$ cat config.mk
export PLATFORM = sky130hd
export DESIGN_NAME = bt_irq_mask
export DESIGN_NICKNAME = d
export VERILOG_FILES = /design/src/rtl/bt_irq_mask.sv
export SDC_FILE = /design/constraint.sdc
export NUM_CORES = 1
export LEC_CHECK = 0
export BUFFER_PORTS_ARGS = -buffer_cell sky130_fd_sc_hd__buf_2
export CORE_AREA = 2 2 39 41
export DETAILED_ROUTE_END_ITERATION = 6
export DIE_AREA = 0 0 41 43
export GPL_ROUTABILITY_DRIVEN = 0
export SYNTH_ARGS = -nofsm -noshare
export SYNTH_HDL_FRONTEND = slang
export SYNTH_SLANG_ARGS = --single-unit
export TNS_END_PERCENT = 10
$ cat constraint.sdc
create_clock -name clk -period 1.1 [get_ports clk]
set_input_delay 0.165 -clock clk [delete_from_list [all_inputs] [get_ports clk]]
set_output_delay 0.165 -clock clk [all_outputs]
set_load 0.01 [all_outputs]
$ cat src/rtl/bt_irq_mask.sv
module bt_irq_mask #(
  parameter int REG_W = 8
) (
  input  logic             clk,
  input  logic             rst_n,
  input  logic             cold_rst,
  input  logic             use_irq,
  input  logic             irq_allowed,
  input  logic             b2h_atn,
  input  logic             sms_atn,
  input  logic             mask_we,
  input  logic [REG_W-1:0] mask_wdata,
  output logic [REG_W-1:0] mask_rdata,
  input  logic             rsp_ready,
  input  logic             sms_req,
  input  logic             sms_val,
  input  logic             sms_qual,
  output logic             host_irq
);

  localparam int HI_W = REG_W - 2;

  logic en_q, pd_q;
  logic en_n, pd_n;
  logic may_raise;
  logic wr_unused;

  assign may_raise = use_irq & irq_allowed;
  assign wr_unused = ^mask_wdata[REG_W-1:2];

  always_comb begin
    en_n = en_q;
    pd_n = pd_q;
    if (mask_we) begin
      if (mask_wdata[0] && !en_q) begin
        en_n = 1'b1;
        if (b2h_atn || sms_atn) pd_n = 1'b1;
      end else if (!mask_wdata[0] && en_q) begin
        en_n = 1'b0;
        pd_n = 1'b0;
      end
      if (mask_wdata[1]) pd_n = 1'b0;
    end
    if (rsp_ready && may_raise && en_n) pd_n = 1'b1;
    if (sms_req && (sms_val != sms_atn)) begin
      if (sms_val) begin
        if (sms_qual && may_raise && !b2h_atn && en_n) pd_n = 1'b1;
      end else if (!b2h_atn) begin
        pd_n = 1'b0;
      end
    end
  end

  always_ff @(posedge clk or negedge rst_n) begin
    if (!rst_n) begin
      en_q <= 1'b0;
      pd_q <= 1'b0;
    end else if (cold_rst) begin
      en_q <= 1'b0;
      pd_q <= 1'b0;
    end else begin
      en_q <= en_n;
      pd_q <= pd_n;
    end
  end

  assign mask_rdata = {{HI_W{1'b0}}, pd_q, en_q};
  assign host_irq   = pd_q;

endmodule


==> impl_metrics.csv <==
group,metric,value,unit
sta,hold_viol,0,
placement,placement.io_buffers,16,
floorplan,starting_density_of_the_core,16.3,%
floorplan,design.die.area,1760,µm²
grt,grt.total_usage,5.51,%
worst_setup_path,timing.critical_path.required,1.20,ns
grt,grt_antenna_before_repair,0,
floorplan,fp.dieW,41,µm
sta,report.final.slew_viol_count,0,
grt,global_route_wire_length_before_repair,586,µm
worst_setup_path,cp-start-kind,"flop",
worst_setup_path,cp-end-kind,"flop",
sta,rsz0062_at_grt,"false",
logic_synthesis,ys_warns,0,
logic_synthesis,ys_seq_elements,2,
placement,post_dp_cell_area,284,µm²
clocking,clk_path_buf_depth,2,
min_path,min_path_type,"in -> reg",
worst_setup_path,timing.setup.critical_path_class,"reg -> reg",
detailed_routing,aggregate_routed_wire_length,446,µm
logic_synthesis,netlist_area,225,µm²
clocking,cts_tree,"built",
clocking,clock_latency,0.22,ns
floorplan,num_rows,14,
clocking,clk_root_buffer_cell,"sky130_fd_sc_hd__clkbuf_4",
finish,layout.nets,64,
sta,final.period_utilization,89.3,%
logic_synthesis,post_synth_num_cell_types,16,
sta,achievable-frequency,1.02,GHz
detailed_routing,first_pass_iters,2,
detailed_routing,via_per_inst,3.66,
detailed_routing,detail_route.iter0.violations,1,
detailed_routing,via_count,212,
detailed_routing,ant_nets,0,
pwr,pwr-share-seq,25.2,%
pwr,power.density,1020,nW/µm²
status,status,"complete, no violations",
detailed_routing,detail_route.drc_violations,0,
clocking,htreeDepth,1,
flow_run,max_cap_violation_count,0,
clocking,clkSlewWorstSetupHoldPaths,0.03,ns
pwr,pwr-share-comb,24.5,%
floorplan,core-area,1380,µm²
grt,gr-total-overflow,0,
grt,maximum_number_of_pins_on_one_net_before_global_route_repair,5,
finish,layout-area-overhead-vs-synth,40.6,%
pwr,switching_share,26.2,%
worst_setup_path,critical_path_arrival,1.09,ns
floorplan,dieHeight,43,µm
finish,fin_util,22.9,%
pwr,p_leak,0.000180,µW
finish,design_area,317,µm²
clocking,post_cts.repair.setup_buffers,0,
logic_synthesis,post_synth.cell_area_avg,9.01,µm²
clocking,tritoncts_sink_count,2,
finish,num_antenna_cells,0,
placement,place_inst,54,
finish,drive_above_1_share,47.6,%
pwr,internal_power,239,µW
finish,layout.cells.non_filler,58,
grt,grt_pass1_vias,198,
worst_setup_path,path_max_fanout,4,
pwr,vdd.ir_drop.worst,0.000280,V
logic_synthesis,yosysSeqAreaShare,22.2,%
floorplan,io_pins,29,
pwr,clockPowerShare,50.3,%
sta,setup-violations-final,0,
logic_synthesis,synthCells,25,
pwr,netSwitchingPower,84.8,µW
sta,total_negative_setup_slacks,0,ns
sta,fin_crit,0.982,ns
sta,clock_skew,0.00203,ns
detailed_routing,wire_per_inst,7.69,µm
clocking,tritoncts.num_buffers,3,
kinds of logic after synthesis:
kind of cell | share of synthesized area [%]
compound gates | 17.8
xor+xnor | 3.89
simple gates | 21.7
flops | 22.2
mux | 4.44
buf+inv | 28.3
other cells | 1.67
worst max-delay path: stages (launching register included):
cell and delay [ns]:
sky130_fd_sc_hd__dfrtp_1 0.39, sky130_fd_sc_hd__mux2i_1 0.18, sky130_fd_sc_hd__nor4_1 0.08, sky130_fd_sc_hd__a32o_1 0.22
flip-flops by register name, summed over array words and instances (netlist names):
signal,count
host_irq,1
en_q,1
power by group through the flow:
stage | registers [µW] | clock network, µW | logic [µW]
2_1_floorplan | 83.5 | 0 | 57.5
3_3_place_gp | 82.5 | 0 | 77.0
3_5_place_dp | 82.8 | 0 | 77.5
4_1_cts | 82.0 | 171 | 80.5
5_1_grt | 82.6 | 172 | 88.5
6_report | 81.8 | 163 | 79.3
worst paths after layout:
check / cells past startpoint / slack (ns) / to / from
hold reg to reg: 2 / 0.59 / en_q$_DFF_PN0_ / en_q$_DFF_PN0_
min in group asynchronous: 2 / 0.25 / en_q$_DFF_PN0_ / rst_n
hold / removal: 2 / 0.12 / en_q$_DFF_PN0_ / cold_rst
setup / recovery: 3 / 0.12 / host_irq$_DFF_PN0_ / en_q$_DFF_PN0_
setup reg to reg: 3 / 0.12 / host_irq$_DFF_PN0_ / en_q$_DFF_PN0_
max in group asynchronous: 2 / 0.75 / host_irq$_DFF_PN0_ / rst_n
per-layer routing:
metal / vias to the layer above / track usage [%] / wire (µm)
li1: 108 / - / -
met1: 92 / 3.82 / 160
met2: 12 / 8.75 / 239
met3: 0 / 1.57 / 46
met4: 0 / 8.00 / 0
met5: - / 0 / 0
cell usage in the layout (no fill, tap or decap):
| cell | netlist | final |
|---|---|---|
| sky130_fd_sc_hd__conb_1 | 1 | 6 |
| sky130_fd_sc_hd__nor4bb_4 | 1 | 1 |
| sky130_fd_sc_hd__a32o_1 | 1 | 1 |
| sky130_fd_sc_hd__nor4_1 | 1 | 1 |
| sky130_fd_sc_hd__nor2b_1 | 1 | 1 |
| sky130_fd_sc_hd__o211ai_1 | 1 | 1 |
| sky130_fd_sc_hd__nand2_1 | 1 | 1 |
| sky130_fd_sc_hd__nor2_1 | 2 | 2 |
| sky130_fd_sc_hd__mux2i_1 | 1 | 1 |
| sky130_fd_sc_hd__dlygate4sd3_1 | 0 | 1 |
| sky130_fd_sc_hd__dfrtp_1 | 2 | 2 |
| sky130_fd_sc_hd__a41o_1 | 1 | 1 |
| sky130_fd_sc_hd__inv_1 | 1 | 1 |
| sky130_fd_sc_hd__buf_2 | 0 | 16 |
| sky130_fd_sc_hd__clkbuf_4 | 0 | 3 |
| sky130_fd_sc_hd__o21bai_1 | 1 | 1 |
| sky130_fd_sc_hd__xor2_1 | 1 | 1 |
| sky130_fd_sc_hd__o21ai_0 | 1 | 1 |
repair_timing:
| item | 4_1_cts | 5_1_grt |
|---|---|---|
| gates resized for setup | 0 | 0 |
| hold buffers | 1 | 0 |
| setup endpoints to repair | 0 | 0 |
| endpoints found under the hold margin | 2 | 0 |
cell type report:
| cell class | count | area, µm² |
|---|---|---|
| timing repair buffer | 17 | 90.1 |
| multi-input combinational | 19 | 130 |
| fill | 158 | 1070 |
| sequential | 2 | 50.0 |
| tap | 16 | 20.0 |
| clock buffer | 3 | 22.5 |
| inverter | 1 | 3.75 |
Yosys cell counts (all sizes together):
| library cell | instances | share of area (%) |
|---|---|---|
| o211ai | 1 | 3.3 |
| conb | 1 | 1.7 |
| a32o | 1 | 4.4 |
| nand2 | 1 | 1.7 |
| mux2i | 1 | 4.4 |
| nor2b | 1 | 2.8 |
| o21bai | 1 | 3.3 |
| xor2 | 1 | 3.9 |
| dfrtp | 2 | 22 |
| o21ai | 1 | 2.2 |
| buf | 8 | 27 |
| nor2 | 2 | 3.3 |
| nor4 | 1 | 2.8 |
| a41o | 1 | 4.4 |
| inv | 1 | 1.7 |
| nor4bb | 1 | 11 |
per-stage QoR:
| stage | hold WS (ns) | worst slack (ns) | power (µW) |
|---|---|---|---|
| 5_1_grt | 0.116 | 0.0493 | 343 |
| 2_1_floorplan | -0.131 | 0.181 | 141 |
| 3_5_place_dp | -0.0493 | 0.0753 | 160 |
| 3_3_place_gp | -0.0486 | 0.0801 | 160 |
| 4_1_cts | 0.111 | 0.110 | 334 |
| 6_report | 0.119 | 0.118 | 324 |
Power figures use the tool's default switching activity.
